`src/rtl/addtree_pkg.sv`:
```
package addtree_pkg;

  // Number of adder levels between the leaves and the root.
  function automatic int tree_levels(input int bank);
    return $clog2(bank);
  endfunction

  // One capture stage plus one stage per adder level.
  function automatic int tree_latency(input int bank);
    return $clog2(bank) + 1;
  endfunction

endpackage

```
`src/rtl/at_leaf_bank.sv`:
```
module at_leaf_bank #(
  parameter int WORD = 16,
  parameter int BANK = 8
) (
  input  logic                 clk,
  input  logic                 rst,
  input  logic [WORD*BANK-1:0] terms_flat,
  output logic [WORD*BANK-1:0] leaves
);

  // Each lane of the input bus gets its own capture register.
  for (genvar k = 0; k < BANK; k++) begin : g_lane
    always_ff @(posedge clk) begin
      if (rst) leaves[k*WORD +: WORD] <= '0;
      else     leaves[k*WORD +: WORD] <= terms_flat[k*WORD +: WORD];
    end
  end

endmodule

```
`src/rtl/at_node_add.sv`:
```
module at_node_add #(
  parameter int WORD = 16
) (
  input  logic            clk,
  input  logic            rst,
  input  logic [WORD-1:0] lhs,
  input  logic [WORD-1:0] rhs,
  output logic [WORD-1:0] q
);

  // Two-input add whose carry out of the top bit is dropped.
  function automatic logic [WORD-1:0] wrap_sum(input logic [WORD-1:0] a,
                                               input logic [WORD-1:0] b);
    logic [WORD:0] full;
    full = {1'b0, a} + {1'b0, b};
    return full[WORD-1:0];
  endfunction

  always_ff @(posedge clk) begin
    if (rst) q <= '0;
    else     q <= wrap_sum(lhs, rhs);
  end

endmodule

```
`src/rtl/at_valid_pipe.sv`:
```
module at_valid_pipe #(
  parameter int DEPTH = 4
) (
  input  logic clk,
  input  logic rst,
  input  logic din,
  output logic dout
);

  logic [DEPTH-1:0] stage;

  always_ff @(posedge clk) begin
    if (rst) stage <= '0;
    else     stage <= {stage[DEPTH-2:0], din};
  end

  assign dout = stage[DEPTH-1];

endmodule

```
`src/rtl/adder_tree_pipe.sv`:
```
module adder_tree_pipe
  import addtree_pkg::*;
#(
  parameter int WORD = 16,
  parameter int BANK = 8
) (
  input  logic                 clk,
  input  logic                 rst,
  input  logic                 in_valid,
  input  logic [WORD*BANK-1:0] terms_flat,
  output logic [WORD-1:0]      sum,
  output logic                 out_valid
);

  localparam int LEVELS  = tree_levels(BANK);
  localparam int LATENCY = tree_latency(BANK);
  localparam int NODES   = 2 * BANK;

  // Heap-ordered node storage: slot i lives at [i*WORD +: WORD], slot 0 is absent.
  logic [NODES*WORD-1:WORD] node_bus;

  // Root children, brought out by name for the checker.
  logic [WORD-1:0] root_left;
  logic [WORD-1:0] root_right;

  at_leaf_bank #(.WORD(WORD), .BANK(BANK)) u_leaves (
    .clk        (clk),
    .rst        (rst),
    .terms_flat (terms_flat),
    .leaves     (node_bus[NODES*WORD-1:BANK*WORD])
  );

  // Internal node i adds its children at 2i and 2i+1.
  for (genvar i = 1; i < BANK; i++) begin : g_node
    at_node_add #(.WORD(WORD)) u_add (
      .clk (clk),
      .rst (rst),
      .lhs (node_bus[(2*i)*WORD   +: WORD]),
      .rhs (node_bus[(2*i+1)*WORD +: WORD]),
      .q   (node_bus[i*WORD       +: WORD])
    );
  end

  at_valid_pipe #(.DEPTH(LATENCY)) u_valid (
    .clk  (clk),
    .rst  (rst),
    .din  (in_valid),
    .dout (out_valid)
  );

  assign root_left  = node_bus[2*WORD +: WORD];
  assign root_right = node_bus[3*WORD +: WORD];
  assign sum        = node_bus[WORD   +: WORD];

  if (LEVELS < 1) begin : g_bad_bank
    initial $error("BANK must be a power of two of at least 2");
  end

endmodule

```
`config.mk`:
```
export PLATFORM = sky130hd
export DESIGN_NAME = adder_tree_pipe
export DESIGN_NICKNAME = d
export VERILOG_FILES = /design/src/rtl/addtree_pkg.sv /design/src/rtl/at_leaf_bank.sv /design/src/rtl/at_node_add.sv /design/src/rtl/at_valid_pipe.sv /design/src/rtl/adder_tree_pipe.sv
export SDC_FILE = /design/constraint.sdc
export NUM_CORES = 1
export LEC_CHECK = 0
export BUFFER_PORTS_ARGS = -buffer_cell sky130_fd_sc_hd__buf_2
export CORE_MARGIN = 10
export CORE_UTILIZATION = 62
export DETAILED_ROUTE_END_ITERATION = 12
export PLACE_DENSITY = 0.9
export REMOVE_ABC_BUFFERS = 1
export SLEW_MARGIN = 20
export SYNTH_ARGS = -nofsm -noshare
export SYNTH_HDL_FRONTEND = slang
export SYNTH_SLANG_ARGS = --single-unit
```
`constraint.sdc`:
```
create_clock -name clk -period 4.35 [get_ports clk]
set_clock_uncertainty 0.15 [all_clocks]
set_input_delay 0 -clock clk [delete_from_list [all_inputs] [get_ports clk]]
set_output_delay 0 -clock clk [all_outputs]
set_load 0.01 [all_outputs]
```
== After elaboration in Yosys (flattened, before gate mapping) ==
Cells that the tools add are included.
W data, S select, Z words.

* Add/sub/neg operators: 7
* Multipliers: 0
* Divide/modulo/power cells: 0
* $lt $le $gt $ge: 0
* Equality and inequality tests: 0
* Shifts and indexed selects: 0
* Muxes and demuxes: 0
* Bitwise operators: 0
* Reductions and logical operators: 0

{| class="wikitable"
|+ Operators with widths
! kind !! count
|-
| $add A16 B16 Y16 || 7
|}

* Flip-flop bits (word level): 244
* Latch bits: 0
* RAM bits: 0
* ROM bits: 0
* Input bits: 131
* Output and inout port bits: 17
* Memories kept: 0

== Depth between registers and ports, before layout ==
* Depth after elaboration: 1
* Mapped depth: 9

== Modules after synthesis ==
Synthesis repeated with hierarchy kept, for this count alone.

* Cells, all modules: 1210
* Area, all modules: 11696.2 um^2

{| class="wikitable"
|+ By module, submodules not included
! module !! times used !! cells an instance !! area each (um^2)
|-
| at_leaf_bank || 1 || 270 || 3464.6
|-
| at_node_add (g_node[5].u_add ...) || 3 || 134 || 1154.9
|-
| at_node_add (g_node[3].u_add ...) || 2 || 129 || 1149.9
|-
| at_node_add (g_node[1].u_add) || 1 || 139 || 1204.9
|-
| at_node_add (g_node[2].u_add) || 1 || 133 || 1157.4
|-
| at_valid_pipe || 1 || 8 || 105.1
|}

== Worst setup path after synthesis ==
OpenSTA, ideal clock, no wires.

* Path kind: flip-flop to flip-flop
* Start: reg g_node[7].u_add.q[0]
* End: reg g_node[3].u_add.q[14]
* Library setup time: 128 ps
* Data arrival time: 2129 ps
* Required time: 4072 ps
* Setup slack: 1943 ps
* Stages on the path, launching flop included: 10
* Path buffers: 0
* Path through: dfxtp_1 -> ha_1 -> fa_1 -> a21oi_1 -> o21ai_0 -> a21o_1 -> a2111oi_2 -> a21oi_1 -> xnor2_1 -> nor2_1

* Cells in the longest elaborated chain, start to end: 1

{| class="wikitable"
|+ RTL lines
! what !! RTL line !! source
|-
| start: declaration || at_node_add.sv:8 || <nowiki>output logic [WORD-1:0] q</nowiki>
|-
| start signal: assignment || at_node_add.sv:21 || <nowiki>else q <= wrap_sum(lhs, rhs);</nowiki>
|-
| $add A16 B16 Y16 || at_node_add.sv:15 || <nowiki>full = {1'b0, a} + {1'b0, b};</nowiki>
|-
| end signal: assignment || at_node_add.sv:21 ||
|-
| end: declaration || at_node_add.sv:8 ||
|}

Every way passes these cells.
A chain may end at the register's enable or synchronous reset.

== Worst setup path in the final report ==
* Start: reg u_leaves.leaves[64]
* End: reg g_node[6].u_add.q[14]

* Cells in the longest elaborated chain, start to end: 1

{| class="wikitable"
|+ RTL lines
! what !! RTL line !! source
|-
| start: declaration || at_leaf_bank.sv:8 || <nowiki>output logic [WORD*BANK-1:0] leaves</nowiki>
|-
| start signal: indexed assignment || at_leaf_bank.sv:15 || <nowiki>else leaves[k*WORD +: WORD] <= terms_flat[k*WORD +: WORD];</nowiki>
|-
| $add A16 B16 Y16 || at_node_add.sv:15 ||
|-
| end signal: assignment || at_node_add.sv:21 ||
|-
| end: declaration || at_node_add.sv:8 ||
|}

Every way passes these cells.

==> reports/metrics.yaml <==
run_status:
  outcome: "finished, final reports clean"
route:
  m1WireLength_um: 12000
  top_layer_used: "met4"
  final_antenna_net_count: 0
  first_pass_iters: 5
  drc: 0
  wirelength_um: 33600
  initialDrtViolationCount: 693
  via_per_inst: 5.77
  wl_met3_um: 2210
  met2_length_um: 17200
  wl_per_cell_um: 20.2
  vias: 9593
sta:
  final.setup.tns_ns: 0
  maxSlewViolCount: 0
  fin_crit_sh: 0.653
  setup_viol: 0
  clock.fmax_ghz: 0.352
  slew_headroom: 0.437
  tightestPinTransition_ns: 0.844
  period_needed_ns: 2.84
  hold_viol: 0
  rsz0062_at_grt: "false"
setup_path:
  path_delay_family: "compound AO/OA/AOI/OAI gates"
  r2r_end: "g_node[6].u_add.q[14]"
  crit_arrival_ns: 3.08
  path_buf_inv: 0
  crit_fanout: 4
  critical_path.cell_chain: "ha_1 -> fa_1 -> a21oi_1 -> o211ai_1 -> o211a_1 -> a221o_1 -> a31oi_1 -> xor2_1 -> nor2_1"
  rrSetupSlack_ns: 1.51
  r2r_cells: 9
  worstReg2RegStart: "u_leaves.leaves[64]"
  critPathLaunchType: "flip-flop"
  worstSetupPathType: "reg2reg"
  end_kind: "flip-flop"
  slowest_delay_ns: 0.42
  critPathRequiredTime_ns: 4.59
  slowest_stage: "fa_1"
floorplan:
  die_area_um2: 23100
  num_rows: 48
  fp.dieH_um: 152
  ios: 148
  core_um2: 17200
  die_w_um: 152
  initial_core_util: 0.630
cts:
  path_clk_slew_ns: 0.07
  clock_sink_count: 244
  numCtsBuffers: 24
  cts-root-buf: "clkbuf_16"
  clockBufferDepth: 3
  htree_levels: 1
  cts.repair.resized: 0
  clk_latency_ns: 0.53
  tritoncts: "built"
layout:
  syn2layout_area_growth_pct: 31.8
  final_nets: 1658
  fillers: 855
  multi_input_area_um2: 5750
  layout.area.seq_um2: 4880
  fin_util: 0.830
  drive_above_1_share: 0.144
  instances_no_fill: 1662
min_path:
  worstHoldEndpoint: "u_leaves.leaves[69]"
  hp-class: "in2reg"
  whs_path_depth: 3
  hold_start: "terms_flat[69]"
power_and_ir_drop:
  p_switching_w: 0.00155
  power.internal_w: 0.00415
  power_leakage_nw: 6.56
  seqPwrFrac: 0.442
  power_frac_comb: 0.191
  ir_worst_vdd_uv: 448
  power_density_nw_per_um2: 400
  swShare: 0.271
  power_frac_clock: 0.367
synth:
  synth-edff-count: 0
  synth-seq-cells: 244
  netlist_area_um2: 10800
  syn-instance-count: 1098
  ys_warn_count: 0
  avgSynthCellArea_um2: 9.85
  async_flop_share: 0
  yosysSeqAreaShare: 0.452
  netlist-cell-type-count: 52
  synth_area_leaders: "dfxtp_1, ha_1, nor2b_1"
  synth_top_cell_area_share: 0.452
  yosys.cell_count.top_type: "dfxtp_1"
  synthFlopType: "dfxtp_1"
  synth_top_cell_by_area: "dfxtp_1"
  synthTopCellsByCount: "dfxtp_1, nor2b_1, ha_1"
global_route:
  grt_pass1_wl_um: 53300
  grtUsageTotal: 0.277
  first_global_vias: 10337
  grt_max_degree: 86
  grt_overflow_total: 0
  antenna_found_initial: 4
placement:
  post-dp-hpwl_um: 16800
  port_buffers: 147
  placed_cells: 1445
  place.gp.congestion: 0.921
flow_run:
  maxCapViolCount: 0
==> worst min-delay path: stages <==
cell	delay [ns]
dlygate4sd3_1	0.53
buf_2	0.10
nor2b_1	0.10
==> metrics by stage <==
stage               hold WS (ns)  setup WS, ns  total power (W)  cell area (µm²)
floorplan                -0.0784          1.96          0.00317            10700
global placement          0.0580          1.80          0.00341            11800
detailed placement        0.0621          1.71          0.00344            11800
CTS                       0.0607          1.68          0.00559            14200
global route              0.0957          1.43          0.00590            14300
finish                    0.0839          1.51          0.00570            14300
==> placed cells by master (no fill, tap or decap), types with 9 or more instances in the layout <==
master	synthesis	layout
xnor2_1	57	57
nor2_1	104	104
nand2_1	41	41
and2_1	10	10
dlygate4sd3_1	0	169
nor2b_1	153	153
a21oi_1	69	69
o21bai_1	16	16
inv_1	20	20
buf_2	0	146
o21ai_0	38	38
nand3_1	16	16
xor2_1	34	34
ha_1	105	105
o211ai_1	14	14
a31oi_1	13	13
clkbuf_8	0	9
dfxtp_1	244	244
a21o_1	34	34
clkbuf_16	0	25
==> power groups by stage <==
stage                     clock network (W)  registers (W)  logic, W
after global placement                    0        0.00255  0.000860
after global routing                0.00218        0.00253   0.00119
after floorplan                           0        0.00255  0.000621
after detailed placement                  0        0.00256  0.000886
after CTS                           0.00206        0.00251   0.00101
final                               0.00209        0.00252   0.00109
==> per-layer routing <==
metal | GRT usage | vias to the layer above
met5 | 0 | -
met4 | 0.173 | 0
met3 | 0.0570 | 190
met2 | 0.505 | 543
met1 | 0.283 | 4439
li1 | - | 4421
==> cell families after synthesis <==
group                      after synthesis  synth area share
DFF                                    244             0.452
muxes                                    4           0.00417
xor gates and xnor gates                91            0.0737
and+or+nand+nor                        363             0.175
buffers and inverters                   48            0.0167
adders and majority gates              112             0.134
AOI/OAI and AO/OA                      236             0.144
==> worst max path at each step <==
stage / start / end / slack, ns / cells after the start
after global placement: u_leaves.leaves[112] / g_node[7].u_add.q[14] / 1.80 / 9
final: u_leaves.leaves[64] / g_node[6].u_add.q[14] / 1.51 / 9
after detailed placement: g_node[7].u_add.q[0] / g_node[3].u_add.q[14] / 1.71 / 9
after CTS: g_node[7].u_add.q[0] / g_node[3].u_add.q[14] / 1.68 / 9
after global routing: u_leaves.leaves[32] / g_node[5].u_add.q[14] / 1.43 / 9
after floorplan: g_node[7].u_add.q[0] / g_node[3].u_add.q[14] / 1.96 / 9
==> state kept, by name, summed over array words and instances, names as in the netlist <==
register,count
g_node.u_add.q,112
u_valid.stage,4
u_leaves.leaves,128
==> timing repair <==
item / CTS / global route
hold endpoints to repair: 140 / 0
endpoints found under the setup margin: 0 / 0
buffers inserted: 0 / 0
hold buffers: 169 / 0
==> area by class of cell <==
cell class | count | area share
sequential | 244 | 0.343
clock buffer | 40 | 0.0542
multi-input combinational | 806 | 0.403
clock inverter | 4 | 0.00176
tap | 225 | 0.0198
inverter | 20 | 0.00527
antenna | 4 | 0.000702
timing repair buffer | 319 | 0.172
No activity file was read; power rests on OpenSTA's default activity.
